## src/rtl/rfbist_pkg.sv

```systemverilog
package rfbist_pkg;
   typedef enum logic [2:0] {
      ST_IDLE  = 3'd0,
      ST_WRITE = 3'd1,
      ST_READ  = 3'd2,
      ST_DRAIN = 3'd3,
      ST_DONE  = 3'd4
   } bist_state_e;
endpackage

```

## src/rtl/rfbist_patgen.sv

```systemverilog
module rfbist_patgen #(
   parameter int NREG  = 63,
   parameter int WIDTH = 64,
   parameter int IDXW  = 12,
   parameter int AW    = 6,
   parameter int PW    = 5
) (
   input  logic [AW-1:0]    reg_idx,
   input  logic [PW-1:0]    phase,
   output logic [WIDTH-1:0] word,
   output logic             dup
);
   logic [PW-1:0]    prev_phase;
   logic [WIDTH-1:0] prev_word;

   assign prev_phase = phase - 1'b1;

   for (genvar b = 0; b < WIDTH; b++) begin : g_bit
      logic [IDXW-1:0] cell_idx;
      assign cell_idx  = IDXW'(reg_idx) * IDXW'(WIDTH) + IDXW'(b);
      assign word[b]      = cell_idx[phase[PW-1:1]] ^ phase[0];
      assign prev_word[b] = cell_idx[prev_phase[PW-1:1]] ^ prev_phase[0];
   end

   assign dup = (phase != '0) && (word == prev_word);
endmodule

```

## src/rtl/rfbist_seq.sv

```systemverilog
module rfbist_seq
   import rfbist_pkg::*;
#(
   parameter int NREG   = 63,
   parameter int NPHASE = 24,
   parameter int RD_LAT = 1,
   parameter int AW     = 6,
   parameter int PW     = 5,
   parameter int DCW    = 1
) (
   input  logic          clk,
   input  logic          rst_n,
   input  logic          start,
   input  logic          dup,
   output logic [AW-1:0] reg_idx,
   output logic [PW-1:0] phase,
   output logic          wr_en,
   output logic          rd_en,
   output logic          busy,
   output logic          done,
   output logic          launch
);
   localparam logic [AW-1:0]  LAST_REG   = AW'(NREG - 1);
   localparam logic [PW-1:0]  LAST_PHASE = PW'(NPHASE - 1);
   localparam logic [DCW-1:0] DRAIN_LD   = DCW'(RD_LAT - 1);

   bist_state_e    state;
   logic [DCW-1:0] drain_cnt;

   assign launch = start && (state == ST_IDLE || state == ST_DONE);
   assign wr_en  = (state == ST_WRITE) && !dup;
   assign rd_en  = (state == ST_READ);
   assign busy   = (state == ST_WRITE) || (state == ST_READ) || (state == ST_DRAIN);
   assign done   = (state == ST_DONE);

   always_ff @(posedge clk or negedge rst_n) begin
      if (!rst_n) begin
         state     <= ST_IDLE;
         reg_idx   <= '0;
         phase     <= '0;
         drain_cnt <= '0;
      end else begin
         unique case (state)
            ST_IDLE, ST_DONE: begin
               if (launch) begin
                  state   <= ST_WRITE;
                  reg_idx <= '0;
                  phase   <= '0;
               end
            end
            ST_WRITE: begin
               if (reg_idx == LAST_REG) begin
                  state   <= ST_READ;
                  reg_idx <= '0;
               end else begin
                  reg_idx <= reg_idx + 1'b1;
               end
            end
            ST_READ: begin
               if (reg_idx == LAST_REG) begin
                  state     <= ST_DRAIN;
                  reg_idx   <= '0;
                  drain_cnt <= DRAIN_LD;
               end else begin
                  reg_idx <= reg_idx + 1'b1;
               end
            end
            ST_DRAIN: begin
               if (drain_cnt == '0) begin
                  if (phase == LAST_PHASE) begin
                     state <= ST_DONE;
                  end else begin
                     phase <= phase + 1'b1;
                     state <= ST_WRITE;
                  end
               end else begin
                  drain_cnt <= drain_cnt - 1'b1;
               end
            end
            default: state <= ST_IDLE;
         endcase
      end
   end
endmodule

```

## src/rtl/rfbist_misr.sv

```systemverilog
module rfbist_misr #(
   parameter int             WIDTH  = 64,
   parameter int             RD_LAT = 1,
   parameter logic [WIDTH-1:0] POLY = 64'h1B,
   parameter logic [WIDTH-1:0] SEED = '1
) (
   input  logic             clk,
   input  logic             rst_n,
   input  logic             clear,
   input  logic             rd_issue,
   input  logic [WIDTH-1:0] rd_data,
   output logic [WIDTH-1:0] sig
);
   logic fold;

   if (RD_LAT == 1) begin : g_lat1
      logic vld_q;
      always_ff @(posedge clk or negedge rst_n) begin
         if (!rst_n) vld_q <= 1'b0;
         else        vld_q <= rd_issue;
      end
      assign fold = vld_q;
   end else begin : g_latn
      logic [RD_LAT-1:0] vld_sr;
      always_ff @(posedge clk or negedge rst_n) begin
         if (!rst_n) vld_sr <= '0;
         else        vld_sr <= {vld_sr[RD_LAT-2:0], rd_issue};
      end
      assign fold = vld_sr[RD_LAT-1];
   end

   logic [WIDTH-1:0] sig_next;
   assign sig_next = {sig[WIDTH-2:0], 1'b0} ^ (sig[WIDTH-1] ? POLY : '0) ^ rd_data;

   always_ff @(posedge clk or negedge rst_n) begin
      if (!rst_n)     sig <= SEED;
      else if (clear) sig <= SEED;
      else if (fold)  sig <= sig_next;
   end
endmodule

```

## src/rtl/rfbist_engine.sv

```systemverilog
module rfbist_engine #(
   parameter int               NREG      = 63,
   parameter int               WIDTH     = 64,
   parameter int               RD_LAT    = 1,
   parameter logic [WIDTH-1:0] MISR_POLY = 64'h1B,
   parameter logic [WIDTH-1:0] MISR_SEED = '1,
   localparam int              AW        = $clog2(NREG)
) (
   input  logic             clk,
   input  logic             rst_n,
   input  logic             start,
   output logic             wr_en,
   output logic [AW-1:0]    wr_addr,
   output logic [WIDTH-1:0] wr_data,
   output logic             rd_en,
   output logic [AW-1:0]    rd_addr,
   input  logic [WIDTH-1:0] rd_data,
   output logic             busy,
   output logic             done,
   output logic [WIDTH-1:0] signature
);
   localparam int IDXW   = $clog2(NREG * WIDTH);
   localparam int NPHASE = 2 * IDXW;
   localparam int PW     = $clog2(NPHASE);
   localparam int DCW    = (RD_LAT < 2) ? 1 : $clog2(RD_LAT + 1);

   initial begin
      assert (NREG >= 2)   else $error("NREG must be at least 2");
      assert (WIDTH >= 2)  else $error("WIDTH must be at least 2");
      assert (RD_LAT >= 1) else $error("RD_LAT must be at least 1");
   end

   logic [AW-1:0] reg_idx;
   logic [PW-1:0] phase;
   logic          dup;
   logic          launch;

   rfbist_patgen #(
      .NREG(NREG), .WIDTH(WIDTH), .IDXW(IDXW), .AW(AW), .PW(PW)
   ) u_pat (
      .reg_idx(reg_idx), .phase(phase), .word(wr_data), .dup(dup)
   );

   rfbist_seq #(
      .NREG(NREG), .NPHASE(NPHASE), .RD_LAT(RD_LAT), .AW(AW), .PW(PW), .DCW(DCW)
   ) u_seq (
      .clk(clk), .rst_n(rst_n), .start(start), .dup(dup),
      .reg_idx(reg_idx), .phase(phase), .wr_en(wr_en), .rd_en(rd_en),
      .busy(busy), .done(done), .launch(launch)
   );

   rfbist_misr #(
      .WIDTH(WIDTH), .RD_LAT(RD_LAT), .POLY(MISR_POLY), .SEED(MISR_SEED)
   ) u_misr (
      .clk(clk), .rst_n(rst_n), .clear(launch), .rd_issue(rd_en),
      .rd_data(rd_data), .sig(signature)
   );

   assign wr_addr = reg_idx;
   assign rd_addr = reg_idx;
endmodule

```

## config.mk

```make
export PLATFORM = sky130hd
export DESIGN_NAME = rfbist_engine
export DESIGN_NICKNAME = d
export VERILOG_FILES = /design/src/rtl/rfbist_pkg.sv /design/src/rtl/rfbist_patgen.sv /design/src/rtl/rfbist_seq.sv /design/src/rtl/rfbist_misr.sv /design/src/rtl/rfbist_engine.sv
export SDC_FILE = /design/constraint.sdc
export NUM_CORES = 1
export LEC_CHECK = 0
export BUFFER_PORTS_ARGS = -buffer_cell sky130_fd_sc_hd__buf_2
export CORE_MARGIN = 5
export CORE_UTILIZATION = 50
export CTS_CLUSTER_SIZE = 14
export DETAILED_ROUTE_END_ITERATION = 8
export PLACE_DENSITY = 0.83
export SETUP_SLACK_MARGIN = 0.02
export SLEW_MARGIN = 20
export SYNTH_ARGS = -nofsm -noshare
export SYNTH_HDL_FRONTEND = slang
export SYNTH_HIERARCHICAL = 1
export SYNTH_SLANG_ARGS = --single-unit
```

## constraint.sdc

```tcl
create_clock -name clk -period 4.25 [get_ports clk]
set_input_delay 0.85 -clock clk [delete_from_list [all_inputs] [get_ports clk]]
set_output_delay 0.85 -clock clk [all_outputs]
set_load 0.01 [all_outputs]
```

== Word level (Yosys, flattened, before mapping) ==
Index checks and enable logic that the tools add are counted.
Operators by class
  reduce and logical (&&, ||, !) cells: 19
  equal/unequal tests: 12
  bitwise gates (word level): 130
  multiplexer cells: 275
  $lt $le $gt $ge: 2
  $add $sub $neg: 67
Operators by type and width (number)
  1-bit binary-select mux with 4-bit select: 128
  12-bit by 6-bit adder with 12-bit output (second input constant): 32
  12-bit by 5-bit adder with 12-bit output (second input constant): 16
  1-bit two-way mux: 130
  64-bit two-way mux: 2
  1-bit XOR: 128
  64-bit XOR: 2
  12-bit by 4-bit adder with 12-bit output (second input constant): 8
  64-bit equality test: 1
  12-bit by 3-bit adder with 12-bit output (second input constant): 4
  12-bit by 2-bit adder with 12-bit output (second input constant): 2
  5-bit two-way mux: 4
  3-bit two-way mux: 5
  12-bit by 1-bit adder with 12-bit output (second input constant): 1
  6-bit two-way mux: 2
  3-bit case mux with 4 select lines: 1
  6-bit case mux with 2 select lines: 1
  4-bit by 5-bit less-than comparator with 1-bit output (second input constant): 2
  2-bit != test (second input constant): 5
  5-bit case mux with 2 select lines: 1
  4-bit AND reduction: 2
  2-bit nonzero test: 4
  6-bit by 1-bit adder with 6-bit output (second input constant): 1
  3-bit by 2-bit equality test with 1-bit output (second input constant): 2
  other kinds (15): 21
Storage, ports and cells
  bits in registers: 80
  input port bits: 67
  word-level logic and storage cells: 511

== Logic depth before layout (Yosys ltp) ==
  word-level depth: 8
  gate-level depth with buffers: 12
  mapped depth without buffers: 11

== By module ==
Netlist, hierarchy kept.
Modules (own cells, without submodules)
  rfbist_misr: seq. area each 1706.6 um2, area an instance 3375.7 um2, cells an instance 278, instances 1
  rfbist_patgen: seq. area each 0.0 um2, area an instance 1576.5 um2, cells an instance 225, instances 1
  rfbist_seq: seq. area each 350.3 um2, area an instance 884.6 um2, cells an instance 96, instances 1
  rfbist_engine: seq. area each 0.0 um2, area an instance 45.0 um2, cells an instance 6, instances 1

== Worst setup path before layout ==
Ideal clock, no wire load.
  path type: register to output
  start point: reg u_seq.phase[1]
  end point: out wr_en
  buffers on the path: 1
  cell stages (with the launch flop): 13
  required time: 3.400 ns
  arrival: 2.454 ns
  setup slack: 0.946 ns
  cell sequence: dfrtp_1 -> buf_4 -> inv_1 -> ha_1 -> xor2_2 -> inv_1 -> ha_1 -> a21o_1 -> nor2_1 -> o22ai_1 -> xor2_1 -> nor4b_2 -> nor2_1
Between the ends
  word-level cells in the longest chain between the ends: 8
  elaborated cells between the ends (all ways): 390
  classes of those cells: 1 x add/sub; 1 x eq/ne; 256 x mux; 128 x bitwise; 4 x reduce/logical
RTL lines
  start: declaration: RTL line rfbist_seq.sv:16  | output logic [PW-1:0] phase,
  start signal: assignment: RTL line rfbist_seq.sv:73  | phase <= phase + 1'b1;
  5-bit by 1-bit subtractor with 5-bit output: RTL line rfbist_patgen.sv:16  | assign prev_phase = phase - 1'b1;
  1-bit binary-select mux with 4-bit select: RTL line rfbist_patgen.sv:22  | assign prev_word[b] = cell_idx[prev_phase[PW-1:1]] ^ prev_phase[0];
  1-bit two-way mux (not written as such): RTL line rfbist_patgen.sv:22
  1-bit XOR: RTL line rfbist_patgen.sv:22
  64-bit equality test: RTL line rfbist_patgen.sv:25  | assign dup = (phase != '0) && (word == prev_word);
  1-bit logical AND *: RTL line rfbist_patgen.sv:25
  net dup: RTL line rfbist_engine.sv:35  | logic dup;
  1-bit logical NOT *: RTL line rfbist_seq.sv:31  | assign wr_en = (state == ST_WRITE) && !dup;
  1-bit logical AND *: RTL line rfbist_seq.sv:31
  end: declaration: RTL line rfbist_engine.sv:12  | output logic wr_en,
The timed path passes the listed nets; every way through them passes the cells marked *. The select of a mux whose other input is x is not followed.

== Worst setup path in the final report ==
  start point: reg u_seq.phase[0]
  end point: out wr_en
Same word-level chain as after synthesis.

==> results_dict.tcl <==
set metrics [dict create \
    avgSynthCellArea_um2 9.72 \
    synth_top_area_share_pct 28.6 \
    slew_headroom_pct 34.4 \
    dieArea_um2 14000 \
    area_delta_synth_final_pct 22.6 \
    p_per_area_nw_per_um2 561 \
    critPathLaunch "u_seq/phase[0]" \
    synth_top_cells_by_area "dfstp_2, xnor2_1, a211o_1" \
    grt_max_degree 104 \
    criticalPathCategory "reg2out" \
    synth.ff_latch_count 79 \
    start_util_pct 51.3 \
    power_mw 4.05 \
    viasPerCell 5.36 \
    finalCritPeriodShare_pct 90.0 \
    leakage_nw 2.96 \
    post-cts-setup-buffers 0 \
    clk_pin_slew_ns 0.06 \
    port_buffers 210 \
    synth_area_um2 5880 \
    fmax_mhz 262 \
    row_count 39 \
    wl_um 14600 \
    mostFrequentLayoutCells "buf_2, xnor2_1, nor2b_1" \
    yosys_warnings 6 \
    max_stage_delay_ns 0.67 \
    ir_drop_mv 0.500 \
    grt_pass1_wl_um 23700 \
    hold_class "in2async" \
    drive_gt1_share_pct 41.1 \
    place_inst 920 \
    diodes 0 \
    critPathMaxFanout 60 \
    core_um2 11500 \
    setup_tns_ns 0 \
    async_flop_share_pct 100 \
    drc 0 \
    hold_viol_final 0 \
    path_depth 9 \
    r2r_end "u_seq/phase[0]" \
    grt_pass1_vias 4665 \
    required_ns 3.40 \
    drt_iter0_drc 317 \
    numCtsBuffers 9 \
    worstRegToRegCells 6 \
    clock_sinks 79 \
    worst_pin_slew_ns 0.984 \
    hpwl_um 10400 \
    cp_top_family "compound AO/OA/AOI/OAI gates" \
    root_buffer "clkbuf_16" \
    gp_congestion 0.881 \
    die_h_um 118 \
    cp-start-kind "flop" \
    dieWidth_um 118 \
    firstDrtPassIters 6 \
    fin_nets 869 \
    r2r_setup_slack_ns 2.01 \
    cp_slowest_cell "buf_4" \
    ios 211 \
    fin_cells 936 \
    worstPathArrival_ns 2.97 \
    cp_common_cell "nor2_1" \
    synthCells 605 \
    cts_buffer_depth 2 \
    ant_nets 0 \
    drv_cap 0 \
    end_kind "output pin" \
    r2r-start "u_seq/phase[0]" \
    wire_per_inst_um 15.6 \
    skew_ns 0.00793 \
    cts-resized-gates 0 \
    clock_latency_ns 0.32 \
    grt.overflow.total 0 \
    fillers 960 \
    synth_top_cell_by_area "dfstp_2" \
    setup_viol 0 \
    globalRouteTotalUtil_pct 19.8 \
    synth.distinct_cells 65 \
    ys_seq_area_share_pct 35.0 \
    vias 5018 \
    final_max_slew_viol_count 0 \
    cts_hold_buf 0 \
    layout_min_cycle_time_ns 3.82 \
    cts-htree-levels 3 \
    synth.net_count 686 \
    synth_flop_cell "dfstp_2" \
    tritoncts "done" \
    regArea_um2 2060 \
    synth-edff-count 0 \
    final_common_cell "buf_2" \
    multi_input_area_um2 3520 \
    status "finished clean" \
    path_buf_inv 2 \
    antenna_found_initial 0 \
    crit_chain "buf_4 -> a21boi_1 -> xnor2_2 -> nor2_1 -> a221o_1 -> a21oi_1 -> nor4b_2 -> nor2_1 -> buf_2" \
    rsz0062_at_grt "false" \
]
==> flip-flops by register name, summed over array words and instances, names as in the netlist <==
register       flops
u_seq/state        3
u_misr/sig        64
u_seq/phase        5
u_misr/fold        1
u_seq/reg_idx      6
==> cell type report <==
class	count	share of cell area [%]
flip-flops and latches	79	28.6
well taps	143	2.48
clock buffers	11	3.51
repair buffers	217	15.3
multi-input cells	467	48.8
clock inverters	5	0.555
inverters	14	0.729
==> worst register-to-register path, delay by kind of cell, from the launching register on <==
family,cells,cell delay (ns)
buffers and inverters,1,0.67
AOI/OAI and AO/OA,1,0.15
adders and majority gates,1,0.35
and+or+nand+nor,3,0.61
DFF,1,0.36
==> cells by family after synthesis <==
logic type	count (synthesis)	synth area share (%)
buffers and inverters	59	5.21
flip-flops	79	35.0
multiplexers	10	1.83
AND/OR/NAND/NOR	171	16.0
XOR/XNOR	136	21.4
AO/OA/AOI/OAI	136	17.6
adder cells (fa/ha/maj)	14	2.98
==> metal layers <==
metal	track usage (%)	routed length, um	share of wire [%]	vias to the layer above
li1	-	-	-	2420
met1	28.4	6480	44	2405
met2	31.9	7000	48	187
met3	4.35	1050	7.2	6
met4	2.48	50	0.34	0
met5	0	0	0	-
==> synth_stat cells, types with 2 or more instances <==
library cell / n
a211o_1: 64
a21o_1: 3
a21oi_1: 32
a21oi_2: 2
a31oi_1: 3
and4b_1: 2
buf_1: 6
buf_2: 19
buf_4: 10
buf_6: 3
clkbuf_1: 6
dfrtp_1: 15
dfstp_2: 64
ha_1: 14
inv_1: 12
inv_2: 2
mux2_2: 2
mux2i_1: 7
nand2_1: 14
nand2b_1: 7
nand3_1: 12
nand4_1: 3
nor2_1: 50
nor2_2: 2
nor2b_1: 65
o211ai_1: 2
o21ai_0: 9
o21ai_1: 3
o21ai_2: 2
o22ai_1: 4
xnor2_1: 66
xnor2_2: 2
xor2_1: 64
xor3_1: 3
==> how the worst max path moves through the flow <==
stage	slack [ns]	end
floorplan	0.95	wr_en
global placement	0.84	wr_en
finish	0.43	wr_en
global route	0.19	wr_en
CTS	0.43	wr_en
detailed placement	0.79	wr_en
==> metrics by stage <==
stage                     worst slack [ns]  hold slack [ns]  cell area [um2]  utilization, %
after detailed placement             0.792            0.584             6920            60.3
after global routing                 0.194            0.537             7210            62.9
final                                0.426            0.504             7210            62.9
after global placement               0.844            0.577             6920            60.3
after floorplan                      0.946            0.513             5880               -
after CTS                            0.426            0.504             7210            62.9
==> power by group <==
part | switching (mW) | internal [mW]
clock | 0.309 | 0.433
combinational | 1.20 | 0.978
sequential | 0.181 | 0.946
(Power assumes the default switching activity.)
